<file path="src/rtl/lpm_pkg.sv">
package lpm_pkg;

   typedef enum logic [2:0] {
      MODE_RUN      = 3'd0,
      MODE_SLEEP    = 3'd1,
      MODE_WAIT_SB  = 3'd2,
      MODE_WAIT_DPD = 3'd3,
      MODE_BACKUP   = 3'd4
   } lpm_mode_e;

   typedef enum logic [2:0] {
      ST_RUN, ST_SLEEP, ST_WAIT, ST_BACKUP, ST_WAKEW, ST_BRST
   } seq_st_e;

   typedef enum logic [1:0] {
      CLS_NONE, CLS_SLEEP, CLS_WAIT, CLS_BACKUP
   } wake_cls_e;

   localparam logic [1:0] FL_ON   = 2'd0;
   localparam logic [1:0] FL_STBY = 2'd1;
   localparam logic [1:0] FL_DPD  = 2'd2;
   localparam logic [1:0] FL_OFF  = 2'd3;

   localparam logic [3:0] CAUSE_NONE = 4'd0;
   localparam logic [3:0] CAUSE_PIN  = 4'd1;
   localparam logic [3:0] CAUSE_CAN  = 4'd2;
   localparam logic [3:0] CAUSE_SUP  = 4'd3;
   localparam logic [3:0] CAUSE_RTC  = 4'd4;
   localparam logic [3:0] CAUSE_RTT  = 4'd5;
   localparam logic [3:0] CAUSE_USB  = 4'd6;
   localparam logic [3:0] CAUSE_DBG  = 4'd7;
   localparam logic [3:0] CAUSE_ETH  = 4'd8;
   localparam logic [3:0] CAUSE_IRQ  = 4'd9;

endpackage

</file>
<file path="src/rtl/lpm_mode_decode.sv">
module lpm_mode_decode
   import lpm_pkg::*;
#(
   parameter int DIV_W = 3
) (
   input  logic             deep_sleep,
   input  logic             vreg_off,
   input  logic             wait_en,
   input  logic             lpm,
   input  logic             flash_lp,
   input  logic [DIV_W-1:0] mck_div,
   output logic             valid,
   output lpm_mode_e        mode
);

   initial begin
      assert (DIV_W >= 1) else $error("DIV_W must be at least 1");
   end

   always_comb begin
      valid = 1'b0;
      mode  = MODE_RUN;
      if (vreg_off && deep_sleep) begin
         valid = 1'b1;
         mode  = MODE_BACKUP;
      end else if (!deep_sleep && lpm && wait_en && (mck_div == '0)) begin
         valid = 1'b1;
         mode  = flash_lp ? MODE_WAIT_DPD : MODE_WAIT_SB;
      end else if (!deep_sleep && !lpm) begin
         valid = 1'b1;
         mode  = MODE_SLEEP;
      end
   end

endmodule

</file>
<file path="src/rtl/lpm_pin_sync.sv">
module lpm_pin_sync #(
   parameter int N_WAKE = 14,
   parameter int STAGES = 2
) (
   input  logic              clk,
   input  logic              rst_n,
   input  logic [N_WAKE-1:0] pins,
   input  logic [N_WAKE-1:0] en,
   output logic              pin_any
);

   initial begin
      assert (N_WAKE >= 1) else $error("N_WAKE must be at least 1");
      assert (STAGES >= 2) else $error("STAGES must be at least 2");
   end

   logic [N_WAKE-1:0] chain [STAGES];

   always_ff @(posedge clk) begin
      if (!rst_n) chain[0] <= '0;
      else        chain[0] <= pins & en;
   end

   for (genvar g = 1; g < STAGES; g++) begin : g_stage
      always_ff @(posedge clk) begin
         if (!rst_n) chain[g] <= '0;
         else        chain[g] <= chain[g-1];
      end
   end

   assign pin_any = |chain[STAGES-1];

   if (STAGES == 2) begin : g_chk2
      // a synchronised pin must have been enabled and high two edges back
      p_sync_delay_r9: assert property (@(posedge clk) disable iff (!rst_n)
         $rose(pin_any) |-> $past(|(pins & en), 2));
   end

endmodule

</file>
<file path="src/rtl/lpm_wake_select.sv">
module lpm_wake_select
   import lpm_pkg::*;
(
   input  wake_cls_e   cls,
   input  logic        pin_any,
   input  logic        can_wake,
   input  logic        sup_mon,
   input  logic        rtc,
   input  logic        rtt,
   input  logic        usb,
   input  logic        dbg,
   input  logic        eth,
   input  logic        irq,
   output logic        hit,
   output logic [3:0]  cause
);

   logic [3:0] pin_code;
   assign pin_code = can_wake ? CAUSE_CAN : CAUSE_PIN;

   always_comb begin
      hit   = 1'b1;
      cause = CAUSE_NONE;
      unique case (cls)
         CLS_SLEEP: begin
            if (irq) cause = CAUSE_IRQ;
            else     hit   = 1'b0;
         end
         CLS_WAIT: begin
            if      (pin_any) cause = pin_code;
            else if (rtc)     cause = CAUSE_RTC;
            else if (rtt)     cause = CAUSE_RTT;
            else if (usb)     cause = CAUSE_USB;
            else if (dbg)     cause = CAUSE_DBG;
            else if (eth)     cause = CAUSE_ETH;
            else              hit   = 1'b0;
         end
         CLS_BACKUP: begin
            if      (pin_any) cause = CAUSE_PIN;
            else if (sup_mon) cause = CAUSE_SUP;
            else if (rtc)     cause = CAUSE_RTC;
            else if (rtt)     cause = CAUSE_RTT;
            else              hit   = 1'b0;
         end
         default: hit = 1'b0;
      endcase
   end

endmodule

</file>
<file path="src/rtl/lpm_sequencer.sv">
module lpm_sequencer
   import lpm_pkg::*;
#(
   parameter int N_WAKE        = 14,
   parameter int DIV_W         = 3,
   parameter int SYNC_STAGES   = 2,
   parameter int CLK_KHZ       = 12000,
   parameter int WAIT_WAKE_CYC = 8,
   parameter int BKUP_RST_CYC  = 32
) (
   input  logic              clk,
   input  logic              rst_n,
   input  logic              sleep_req,
   input  logic              cfg_deep_sleep,
   input  logic              cfg_vreg_off,
   input  logic              cfg_wait_en,
   input  logic              cfg_lpm,
   input  logic              cfg_flash_lp,
   input  logic [DIV_W-1:0]  cfg_mck_div,
   input  logic [N_WAKE-1:0] wake_pins,
   input  logic [N_WAKE-1:0] pin_en,
   input  logic              sup_mon_evt,
   input  logic              rtc_alarm,
   input  logic              rtt_alarm,
   input  logic              usb_evt,
   input  logic              dbg_pwrup_req,
   input  logic              eth_wol_evt,
   input  logic              can_wake,
   input  logic              irq_pending,
   output logic              core_clk_en,
   output logic              core_reg_en,
   output logic [1:0]        flash_pwr,
   output logic              core_rst_req,
   output logic              clk_on_rc,
   output logic [2:0]        cur_mode,
   output logic [2:0]        last_mode,
   output logic [3:0]        wake_cause
);

   localparam int WAIT_BUDGET = CLK_KHZ / 100;
   localparam int BKUP_BUDGET = CLK_KHZ * 2;
   localparam int CNT_MAX     = (WAIT_WAKE_CYC > BKUP_RST_CYC) ? WAIT_WAKE_CYC : BKUP_RST_CYC;
   localparam int CNT_W       = $clog2(CNT_MAX + 1);
   localparam logic [CNT_W-1:0] WAIT_LAST = CNT_W'(WAIT_WAKE_CYC - 1);
   localparam logic [CNT_W-1:0] BKUP_LAST = CNT_W'(BKUP_RST_CYC - 1);

   // restart windows fit the wakeup time limits
   initial begin
      assert (WAIT_WAKE_CYC >= 1 && BKUP_RST_CYC >= 1)
         else $error("restart windows must be at least one cycle");
      assert (WAIT_WAKE_CYC + SYNC_STAGES + 1 < WAIT_BUDGET)
         else $error("wait restart exceeds 10 us budget (R12)");
      assert (BKUP_RST_CYC + SYNC_STAGES + 1 < BKUP_BUDGET)
         else $error("backup restart exceeds 2 ms budget (R12)");
   end

   seq_st_e    st;
   lpm_mode_e  held;
   lpm_mode_e  last_q;
   logic [3:0] cause_q;
   logic [CNT_W-1:0] cnt;
   logic       rc_q;

   logic       dec_valid;
   lpm_mode_e  dec_mode;
   logic       pin_any;
   wake_cls_e  cls;
   logic       wake_hit;
   logic [3:0] wake_code;

   lpm_mode_decode #(.DIV_W(DIV_W)) u_dec (
      .deep_sleep (cfg_deep_sleep),
      .vreg_off   (cfg_vreg_off),
      .wait_en    (cfg_wait_en),
      .lpm        (cfg_lpm),
      .flash_lp   (cfg_flash_lp),
      .mck_div    (cfg_mck_div),
      .valid      (dec_valid),
      .mode       (dec_mode)
   );

   lpm_pin_sync #(.N_WAKE(N_WAKE), .STAGES(SYNC_STAGES)) u_sync (
      .clk     (clk),
      .rst_n   (rst_n),
      .pins    (wake_pins),
      .en      (pin_en),
      .pin_any (pin_any)
   );

   always_comb begin
      case (st)
         ST_SLEEP:  cls = CLS_SLEEP;
         ST_WAIT:   cls = CLS_WAIT;
         ST_BACKUP: cls = CLS_BACKUP;
         default:   cls = CLS_NONE;
      endcase
   end

   lpm_wake_select u_sel (
      .cls      (cls),
      .pin_any  (pin_any),
      .can_wake (can_wake),
      .sup_mon  (sup_mon_evt),
      .rtc      (rtc_alarm),
      .rtt      (rtt_alarm),
      .usb      (usb_evt),
      .dbg      (dbg_pwrup_req),
      .eth      (eth_wol_evt),
      .irq      (irq_pending),
      .hit      (wake_hit),
      .cause    (wake_code)
   );

   always_ff @(posedge clk) begin
      if (!rst_n) begin
         st      <= ST_RUN;
         held    <= MODE_RUN;
         last_q  <= MODE_RUN;
         cause_q <= CAUSE_NONE;
         cnt     <= '0;
         rc_q    <= 1'b0;
      end else begin
         unique case (st)
            ST_RUN: if (sleep_req && dec_valid) begin
               held   <= dec_mode;
               last_q <= dec_mode;
               rc_q   <= 1'b0;
               if (dec_mode == MODE_BACKUP)     st <= ST_BACKUP;
               else if (dec_mode == MODE_SLEEP) st <= ST_SLEEP;
               else                             st <= ST_WAIT;
            end
            ST_SLEEP: if (wake_hit) begin
               st      <= ST_RUN;
               held    <= MODE_RUN;
               cause_q <= wake_code;
            end
            ST_WAIT: if (wake_hit) begin
               st      <= ST_WAKEW;
               cnt     <= '0;
               cause_q <= wake_code;
            end
            ST_WAKEW: if (cnt == WAIT_LAST) begin
               st   <= ST_RUN;
               held <= MODE_RUN;
               rc_q <= 1'b1;
            end else begin
               cnt <= cnt + 1'b1;
            end
            ST_BACKUP: if (wake_hit) begin
               st      <= ST_BRST;
               cnt     <= '0;
               cause_q <= wake_code;
            end
            ST_BRST: if (cnt == BKUP_LAST) begin
               st   <= ST_RUN;
               held <= MODE_RUN;
            end else begin
               cnt <= cnt + 1'b1;
            end
            default: st <= ST_RUN;
         endcase
      end
   end

   always_comb begin
      case (st)
         ST_WAIT:   flash_pwr = (held == MODE_WAIT_DPD) ? FL_DPD : FL_STBY;
         ST_BACKUP: flash_pwr = FL_OFF;
         default:   flash_pwr = FL_ON;
      endcase
   end

   assign core_clk_en  = (st == ST_RUN);
   assign core_reg_en  = (st != ST_BACKUP);
   assign core_rst_req = (st == ST_BRST);
   assign clk_on_rc    = rc_q;
   assign cur_mode     = held;
   assign last_mode    = last_q;
   assign wake_cause   = cause_q;

   // backup entry removes regulator, clock and flash power
   p_backup_entry_r1: assert property (@(posedge clk) disable iff (!rst_n)
      (st == ST_RUN && sleep_req && dec_valid && dec_mode == MODE_BACKUP)
      |=> (!core_reg_en && !core_clk_en && flash_pwr == FL_OFF));

   // deep power-down flash follows a wait request with flash-low-power set
   p_wait_flash_r2: assert property (@(posedge clk) disable iff (!rst_n)
      (st == ST_RUN && sleep_req && dec_valid && dec_mode == MODE_WAIT_DPD)
      |=> (flash_pwr == FL_DPD && core_reg_en && !core_clk_en));

   // sleep gates the clock only
   p_sleep_entry_r3: assert property (@(posedge clk) disable iff (!rst_n)
      (st == ST_RUN && sleep_req && dec_valid && dec_mode == MODE_SLEEP)
      |=> (!core_clk_en && core_reg_en && flash_pwr == FL_ON));

   // refused requests leave the core running
   p_illegal_stay_r4: assert property (@(posedge clk) disable iff (!rst_n)
      (st == ST_RUN && sleep_req && !dec_valid)
      |=> (core_clk_en && cur_mode == 3'(MODE_RUN)));

   // backup exit goes through reset
   p_bkup_reset_r5: assert property (@(posedge clk) disable iff (!rst_n)
      (st == ST_BACKUP && wake_hit) |=> core_rst_req);

   // wait exit never resets and keeps the clock off during restart
   p_wait_noreset_r6: assert property (@(posedge clk) disable iff (!rst_n)
      (st == ST_WAIT && wake_hit) |=> (!core_rst_req && !core_clk_en));

   // CAN indication alone keeps wait
   p_can_alone_r7: assert property (@(posedge clk) disable iff (!rst_n)
      (st == ST_WAIT && can_wake && !pin_any && !rtc_alarm && !rtt_alarm
       && !usb_evt && !dbg_pwrup_req && !eth_wol_evt) |=> (st == ST_WAIT));

   // interrupt ends sleep on the next edge
   p_sleep_resume_r8: assert property (@(posedge clk) disable iff (!rst_n)
      (st == ST_SLEEP && irq_pending) |=> core_clk_en);

   // requests outside run do not change the recorded mode
   p_busy_ignore_r11: assert property (@(posedge clk) disable iff (!rst_n)
      (st != ST_RUN && sleep_req) |=> $stable(last_mode));

endmodule

</file>
<file path="config.mk">
export PLATFORM = sky130hd
export DESIGN_NAME = lpm_sequencer
export DESIGN_NICKNAME = d
export VERILOG_FILES = /design/src/rtl/lpm_pkg.sv /design/src/rtl/lpm_mode_decode.sv /design/src/rtl/lpm_pin_sync.sv /design/src/rtl/lpm_wake_select.sv /design/src/rtl/lpm_sequencer.sv
export SDC_FILE = /design/constraint.sdc
export NUM_CORES = 1
export LEC_CHECK = 0
export ABC_CLOCK_PERIOD_IN_PS = 2500
export BUFFER_PORTS_ARGS = -buffer_cell sky130_fd_sc_hd__buf_4
export CAP_MARGIN = 40
export CORE_UTILIZATION = 50
export CTS_CLUSTER_DIAMETER = 150
export DETAILED_ROUTE_END_ITERATION = 7
export PLACE_DENSITY = 0.78
export SYNTH_ARGS = -nofsm -noshare
export SYNTH_HDL_FRONTEND = slang
export SYNTH_SLANG_ARGS = --single-unit
</file>
<file path="constraint.sdc">
create_clock -name clk -period 2.5 [get_ports clk]
set_clock_uncertainty 0.1 [all_clocks]
set_input_delay 0.75 -clock clk [delete_from_list [all_inputs] [get_ports clk]]
set_output_delay 0.75 -clock clk [all_outputs]
set_load 0.1 [all_outputs]
</file>
# Word level (Yosys, flattened, before mapping)
# Memory sizes are Yosys's and may differ from the RTL's.
# Cells that the tools add are included.
# classes
n_addsub,1
multipliers,0
n_div,0
magnitude_cmp,0
n_eq_ne,23
shifts,0
n_mux,57
bitwise_logic,3
reduce_logical,22
# ops
operator,count
4-bit 2-to-1 mux,10
3-bit 2-to-1 mux,10
14-bit 2-to-1 mux,2
1-bit 2-to-1 mux,20
6-bit 2-to-1 mux,3
3-bit case mux with 6 select lines,1
6-bit case mux with 3 select lines,1
14-bit AND,1
14-bit OR reduction,1
"2-bit by 1-bit inequality test with 1-bit output, second input constant",6
3-bit case mux with 4 select lines,1
4-bit case mux with 3 select lines,1
"3-bit by 2-bit equality test with 1-bit output, second input constant",3
"3-bit equality test, second input constant",3
2-bit 2-to-1 mux,4
"6-bit by 1-bit adder with 6-bit output, second input constant",1
"3-bit by 1-bit equality test with 1-bit output, second input constant",2
"6-bit by 3-bit equality test with 1-bit output, second input constant",1
"6-bit by 5-bit equality test with 1-bit output, second input constant",1
1-bit logical AND,6
3-bit zero test,2
"2-bit inequality test, second input constant",3
2-bit case mux with 3 select lines,1
6-bit AND reduction,1
17 further kinds,21
# word_totals
register_bits,20
latch_bits,0
ramBits,28
mem_bits_ro,0
inputBits,47
out_inout_bits,16
wordCells,113
memories,1
# mem_list
name,depth,width,rd,rd_clocked_by_memory_dff,write_ports,line_no,source
u_sync.chain,2,14,2,0,2,lpm_pin_sync.sv:17,logic [N_WAKE-1:0] chain [STAGES];

# Depth between registers and ports, before layout
# depth
depth_word,11
depth_mapped,6
ltp_nobuf,6

# Hierarchy
# Synthesis repeated with hierarchy kept, for this count alone.
# hier_totals
hier_cells,228
hier_area_um2,2123.3
# by_module_without_submodules
module,instances,cells_per_inst,area_each_um2,seq_area_each_um2
lpm_sequencer,1,129,1094.8,400.4
lpm_pin_sync,1,63,783.3,560.5
lpm_wake_select,1,26,176.4,0.0
lpm_mode_decode,1,10,68.8,0.0

# Worst setup path after synthesis
# Ideal clock, no wire load.
# synth_path
path_kind,reg2out
from,reg held[2] (netlist: cur_mode[2])
to,out flash_pwr[0]
arrival_ns,3.316
required_ns,1.650
setup_slack_ns,-1.666
stages_incl_launch_ff,3
n_path_buf,0
cell_sequence,dfxtp_1 nor2_1 a21boi_0
# synth_via
elab_chain_len,3
# synth_lines
element,line_no,source
start: declaration,lpm_sequencer.sv:58,lpm_mode_e held;
start signal: assignment,lpm_sequencer.sv:125,held <= dec_mode;
3-bit by 2-bit equality test with 1-bit output,lpm_sequencer.sv:167,ST_WAIT: flash_pwr = (held == MODE_WAIT_DPD) ? FL_DPD : FL_STBY;
2-bit 2-to-1 mux,lpm_sequencer.sv:167,
2-bit case mux with 2 select lines,lpm_sequencer.sv:166,case (st)
end: declaration,lpm_sequencer.sv:32,"output logic [1:0] flash_pwr,"
# Every way passes these cells.

# Worst setup path after layout
# layout_path
from,reg st[2]
to,out core_reg_en
# layout_via
elab_chain_len,1
# layout_lines
element,line_no,source
start: declaration,lpm_sequencer.sv:57,seq_st_e st;
start signal: assignment,lpm_sequencer.sv:116,st <= ST_RUN;
start signal: assignment,lpm_sequencer.sv:128,if (dec_mode == MODE_BACKUP) st <= ST_BACKUP;
start signal: assignment,lpm_sequencer.sv:129,else if (dec_mode == MODE_SLEEP) st <= ST_SLEEP;
3-bit by 2-bit inequality test with 1-bit output,lpm_sequencer.sv:174,assign core_reg_en = (st != ST_BACKUP);
end: declaration,lpm_sequencer.sv:31,"output logic core_reg_en,"
# Every way passes these cells.

==> impl_results.html <==
<table>
<tr><th>Metric</th><th>Value</th></tr>
<tr><th colspan="2">Timing</th></tr>
<tr><td>Worst-margin pin slew</td><td>roughly 450 ps</td></tr>
<tr><td>Slew Limit Fails</td><td>0</td></tr>
<tr><td>Count of endpoints failing setup in the final report</td><td>0</td></tr>
<tr><td>Portion of the clock cycle consumed by the worst path in the final layout</td><td>97.4%</td></tr>
<tr><td>Final count of hold timing violations</td><td>0</td></tr>
<tr><td>Crit path time final</td><td>between 2000 and 2500 ps</td></tr>
<tr><td>Unrepaired setup endpoints after global routing</td><td>no</td></tr>
<tr><td>Worst slew slack as a fraction of its limit</td><td>between 70% and 80%</td></tr>
<tr><td>WHS</td><td>336 ps</td></tr>
<tr><td>Highest Clock Rate</td><td>approximately 400 MHz</td></tr>
<tr><td>Smallest setup slack after layout</td><td>64.7 ps</td></tr>
<tr><th colspan="2">Min path</th></tr>
<tr><td>Hold Crit Start</td><td>u_sync.chain[0][2]$_SDFF_PN0_</td></tr>
<tr><td>Hold WC Path Type</td><td>flip-flop to flip-flop</td></tr>
<tr><td>Number of cells on the worst hold path</td><td>1</td></tr>
<tr><td>Hold Path Sink</td><td>u_sync.chain[1][2]$_SDFF_PN0_</td></tr>
<tr><th colspan="2">Die</th></tr>
<tr><td>Count of boundary I/O pins</td><td>63</td></tr>
<tr><td>Core Area</td><td>0.00374 sq mm</td></tr>
<tr><td>DIE WIDTH</td><td>about 65 um</td></tr>
<tr><td>Vertical extent of the die</td><td>around 65 um</td></tr>
<tr><td>Number of core rows</td><td>22</td></tr>
<tr><td>Initial cell density of the core</td><td>53.6%</td></tr>
<tr><td>Area of the die</td><td>approximately 0.0043 sq mm</td></tr>
<tr><th colspan="2">Worst setup path</th></tr>
<tr><td>Crit Path Category</td><td>flip-flop to primary output</td></tr>
<tr><td>R2r startpoint</td><td>st[0]$_SDFFE_PN0P_</td></tr>
<tr><td>Worst R2R End</td><td>st[2]$_SDFFE_PN0P_</td></tr>
<tr><td>Worst-path fanout max</td><td>7</td></tr>
<tr><td>Delay-heaviest family, CP</td><td>simple AND/OR/NAND/NOR gates</td></tr>
<tr><td>CP startpoint kind</td><td>flip-flop</td></tr>
<tr><td>Minimum setup slack among reg-to-reg paths</td><td>480 ps</td></tr>
<tr><td>Worst path cell trace</td><td>and2b_1 -&gt; and2_1 -&gt; inv_1 -&gt; buf_6</td></tr>
<tr><td>Depth of the most critical reg-to-reg path</td><td>6</td></tr>
<tr><td>Kind of end point of the critical path</td><td>primary output</td></tr>
<tr><td>CP Buf/Inv Count</td><td>2</td></tr>
<tr><td>Cell with the largest stage delay on the worst path</td><td>sky130_fd_sc_hd__dfxtp_1</td></tr>
<tr><td>Required time worst endpoint</td><td>~1700 ps</td></tr>
<tr><td>Delay of the slowest cell on the worst path</td><td>about 420 ps</td></tr>
<tr><td>Signal arrival time at the worst endpoint</td><td>1590 ps</td></tr>
<tr><th colspan="2">Synthesis</th></tr>
<tr><td>Netlist area before placement</td><td>approximately 0.002 sq mm</td></tr>
<tr><td>Async set-reset flop share out of synthesis</td><td>0%</td></tr>
<tr><td>Number of cells produced by synthesis</td><td>approximately 210</td></tr>
<tr><td>Number of warnings printed during yosys synthesis</td><td>0</td></tr>
<tr><td>Area fraction in compound gates after synthesis</td><td>11.2%</td></tr>
<tr><td>Synthesized-area fraction occupied by adder cells</td><td>less than 1%</td></tr>
<tr><td>Predominant post-synthesis flop cell</td><td>sky130_fd_sc_hd__dfxtp_1</td></tr>
<tr><td>Share of the synthesized area in the top cell type</td><td>between 40% and 50%</td></tr>
<tr><td>Multiplexer fraction of the synthesized cell area</td><td>~3.5%</td></tr>
<tr><td>Post-synthesis net count</td><td>between 200 and 300</td></tr>
<tr><td>Cell accounting for the most synthesized area</td><td>sky130_fd_sc_hd__dfxtp_1</td></tr>
<tr><td>Post-synthesis register bit count</td><td>between 40 and 50</td></tr>
<tr><td>Share of the synthesized netlist area taken by xor and xnor gates</td><td>under 10%</td></tr>
<tr><td>Number of enable flip-flop cells after synthesis</td><td>0</td></tr>
<tr><td>Syn Area/Cell</td><td>roughly 9.4 sq um</td></tr>
<tr><td>Sequential share of the synthesized area</td><td>about 48%</td></tr>
<tr><td>Biggest area contributors in the synthesized netlist</td><td>sky130_fd_sc_hd__dfxtp_1 (48%), sky130_fd_sc_hd__and2_1 (5.6%), sky130_fd_sc_hd__and3_1 (5.3%), sky130_fd_sc_hd__nand2_1 (3.6%), sky130_fd_sc_hd__mux2i_1 (3.5%)</td></tr>
<tr><td>Synthesized-area fraction occupied by and/or/nand/nor cells</td><td>between 30% and 40%</td></tr>
<tr><td>Dominant combinational cell family by area after synthesis</td><td>simple AND/OR/NAND/NOR gates</td></tr>
<tr><td>Netlist cell types</td><td>46</td></tr>
<tr><th colspan="2">Placement</th></tr>
<tr><td>Worst Setup Slack post-DPL</td><td>~150 ps</td></tr>
<tr><td>Final weighted congestion of routability-driven global placement</td><td>between 0.8 and 0.9</td></tr>
<tr><td>Number of buffers added on ports</td><td>62</td></tr>
<tr><td>Detailed placement HPWL</td><td>2930 um</td></tr>
<tr><th colspan="2">Pwr</th></tr>
<tr><td>Internal power</td><td>1460 uW</td></tr>
<tr><td>Net switching component of the power</td><td>roughly 950 uW</td></tr>
<tr><td>Peak supply drop</td><td>between 0.0004 and 0.0005 V</td></tr>
<tr><td>Overall power consumption</td><td>approximately 2400 uW</td></tr>
<tr><td>Power density over cell area</td><td>between 900 and 1000 mW/mm^2</td></tr>
<tr><td>Leakage power</td><td>roughly 0.0012 uW</td></tr>
<tr><td>Power share of the combinational group</td><td>between 30% and 40%</td></tr>
<tr><td>Register share of total power</td><td>37.0%</td></tr>
<tr><td>Sw frac</td><td>about two fifths</td></tr>
<tr><td>Clk pwr share</td><td>roughly 24%</td></tr>
<tr><th colspan="2">Drt</th></tr>
<tr><td>Via density per instance</td><td>about 5</td></tr>
<tr><td>Number of design rule violations left after detail routing</td><td>0</td></tr>
<tr><td>Wire length reported by the detailed router</td><td>just under 4000 um</td></tr>
<tr><td>DRC marker count from the first detailed-route iteration</td><td>100</td></tr>
<tr><td>Via total after detailed routing</td><td>around 1700</td></tr>
<tr><td>Count of TritonRoute iterations in the first routing pass</td><td>4</td></tr>
<tr><td>Number of antenna-violating nets in the routed design</td><td>0</td></tr>
<tr><td>Routed length per placed instance</td><td>between 10 and 15 um</td></tr>
<tr><th colspan="2">Job</th></tr>
<tr><td>Number of violations of the max-capacitance limit</td><td>0</td></tr>
<tr><th colspan="2">Global route</th></tr>
<tr><td>Largest net degree at the start of global routing</td><td>48</td></tr>
<tr><td>Combined global-route utilization of all metal layers</td><td>between 20% and 30%</td></tr>
<tr><td>Remaining Overflow, GRT</td><td>0</td></tr>
<tr><td>Wire length of the first global-routing pass</td><td>~6700 um</td></tr>
<tr><td>Number of global-route vias before repair</td><td>~1500</td></tr>
<tr><td>Antenna violations before repair</td><td>0</td></tr>
<tr><th colspan="2">Clock network</th></tr>
<tr><td>H-tree levels</td><td>2</td></tr>
<tr><td>CTS Hold Bufs</td><td>0</td></tr>
<tr><td>CTS tree</td><td>done</td></tr>
<tr><td>Clock Sinks</td><td>between 40 and 50</td></tr>
<tr><td>Clock tree buffer depth</td><td>2</td></tr>
<tr><td>Number of buffers created by CTS</td><td>5</td></tr>
<tr><td>CTS root buf</td><td>sky130_fd_sc_hd__clkbuf_8</td></tr>
<tr><td>Insertion delay of the later-clocked pin in the worst-skew pair</td><td>300 ps</td></tr>
<tr><td>CTS clock-pin slew for the worst setup and hold paths</td><td>~90 ps</td></tr>
<tr><th colspan="2">Finish</th></tr>
<tr><td>Synth-to-layout area growth</td><td>31.8%</td></tr>
<tr><td>Layout cell share with drive strength beyond 1</td><td>30.4%</td></tr>
<tr><td>Layout fillers</td><td>316</td></tr>
<tr><td>Number of nets in the layout</td><td>about 320</td></tr>
<tr><td>Antenna diode count</td><td>0</td></tr>
<tr><th colspan="2">Outcome</th></tr>
<tr><td>Result of the run</td><td>finished, final reports clean</td></tr>
</table>
[power groups by stage]
stage	logic (uW)	registers, uW	clock network, uW
4_1_cts	933	888	590
5_1_grt	1000	901	630
3_3_place_gp	925	904	0
6_report	933	889	581
3_5_place_dp	930	906	0
2_1_floorplan	563	1060	0
[layout make-up]
class                      count  area, sq um  area share, %
clock inverter                 2         38.8           1.47
multi-input combinational    152         1000           38.0
inverter                       5         18.8          0.710
timing repair buffer          63          477           18.0
tap                           48         60.1           2.27
sequential                    48          963           36.4
clock buffer                   6         82.6           3.12
[kinds of logic (layout without fill, tap and decap cells)]
kind of cell | Yosys count | in the layout
AND/OR/NAND/NOR | 111 | 111
adder cells (fa/ha/maj) | 1 | 1
buffers and inverters | 14 | 76
AO/OA/AOI/OAI | 29 | 29
XOR/XNOR | 4 | 4
flip-flops | 48 | 48
multiplexers | 7 | 7
[state kept, by name (all words and copies together) (netlist names)]
| name | flops |
|---|---|
| clk_on_rc | 1 |
| cnt | 6 |
| cur_mode | 3 |
| last_mode | 3 |
| st | 3 |
| u_sync.chain | 28 |
| wake_cause | 4 |
[worst max-delay path by stage]
stage	from	to	slack (ps)	cells past startpoint
2_1_floorplan	cur_mode[2]$_SDFFE_PN0P_	flash_pwr[0]	-140	2
3_3_place_gp	cfg_mck_div[1]	cur_mode[0]$_SDFFE_PN0P_	200	6
3_5_place_dp	cfg_mck_div[1]	cur_mode[0]$_SDFFE_PN0P_	150	6
4_1_cts	st[2]$_SDFFE_PN0P_	core_reg_en	20	4
5_1_grt	st[1]$_SDFFE_PN0P_	core_reg_en	7	4
6_report	st[2]$_SDFFE_PN0P_	core_reg_en	60	4
[metal layers]
metal | share of wire [%] | wire length, um | GRT usage (%) | up-vias
met5 | 0 | 0 | 0 | -
met4 | 1.3 | 53 | 7.34 | 0
met3 | 5.2 | 206 | 4.86 | 6
met2 | 47 | 1850 | 33.2 | 48
met1 | 46 | 1830 | 26.6 | 743
li1 | - | - | - | 862
[cell usage after synthesis, types with 2 or more instances]
library cell	n
sky130_fd_sc_hd__a21boi_0	2
sky130_fd_sc_hd__a21boi_1	3
sky130_fd_sc_hd__a21oi_1	2
sky130_fd_sc_hd__a31oi_1	2
sky130_fd_sc_hd__and2_1	18
sky130_fd_sc_hd__and3_1	17
sky130_fd_sc_hd__buf_2	3
sky130_fd_sc_hd__clkbuf_1	6
sky130_fd_sc_hd__dfxtp_1	48
sky130_fd_sc_hd__inv_1	5
sky130_fd_sc_hd__mux2i_1	7
sky130_fd_sc_hd__nand2_1	19
sky130_fd_sc_hd__nand2b_1	6
sky130_fd_sc_hd__nand3_1	8
sky130_fd_sc_hd__nand4_1	2
sky130_fd_sc_hd__nor2_1	16
sky130_fd_sc_hd__nor2b_1	2
sky130_fd_sc_hd__nor3_1	5
sky130_fd_sc_hd__nor3b_1	2
sky130_fd_sc_hd__nor4_1	2
sky130_fd_sc_hd__nor4_4	2
sky130_fd_sc_hd__o21a_1	3
sky130_fd_sc_hd__o21ai_0	4
sky130_fd_sc_hd__o21ai_1	2
sky130_fd_sc_hd__o22ai_1	2
sky130_fd_sc_hd__or2_2	2
sky130_fd_sc_hd__or3_1	2
sky130_fd_sc_hd__xnor2_1	4
[metrics by stage]
step,std cells,TNS (ps),util (%),area [sq um]
global route,324,0,70.6,2640
floorplan,214,-142,-,2020
detailed placement,316,0,67.3,2520
finish,324,0,70.6,2640
CTS,324,0,70.5,2640
global placement,316,0,67.3,2520
[cells in the final DEF (no fill, tap or decap), types with 3 or more instances in the layout]
master,count
sky130_fd_sc_hd__xnor2_1,4
sky130_fd_sc_hd__nand2b_1,6
sky130_fd_sc_hd__and2_1,18
sky130_fd_sc_hd__nand2_1,19
sky130_fd_sc_hd__nor2_1,15
sky130_fd_sc_hd__and3_1,17
sky130_fd_sc_hd__nand3_1,8
sky130_fd_sc_hd__a21boi_1,3
sky130_fd_sc_hd__nor3_1,5
sky130_fd_sc_hd__mux2i_1,7
sky130_fd_sc_hd__buf_4,62
sky130_fd_sc_hd__clkbuf_8,6
sky130_fd_sc_hd__o21ai_0,4
sky130_fd_sc_hd__dfxtp_1,46
sky130_fd_sc_hd__inv_1,5
[what timing repair did]
item | in CTS | in global routing
setup buffers | 0 | 0
resized for setup | 0 | 1
setup endpoints to repair | 0 | 1
hold endpoints to repair | 0 | 0
Power figures use the tool's default switching activity.
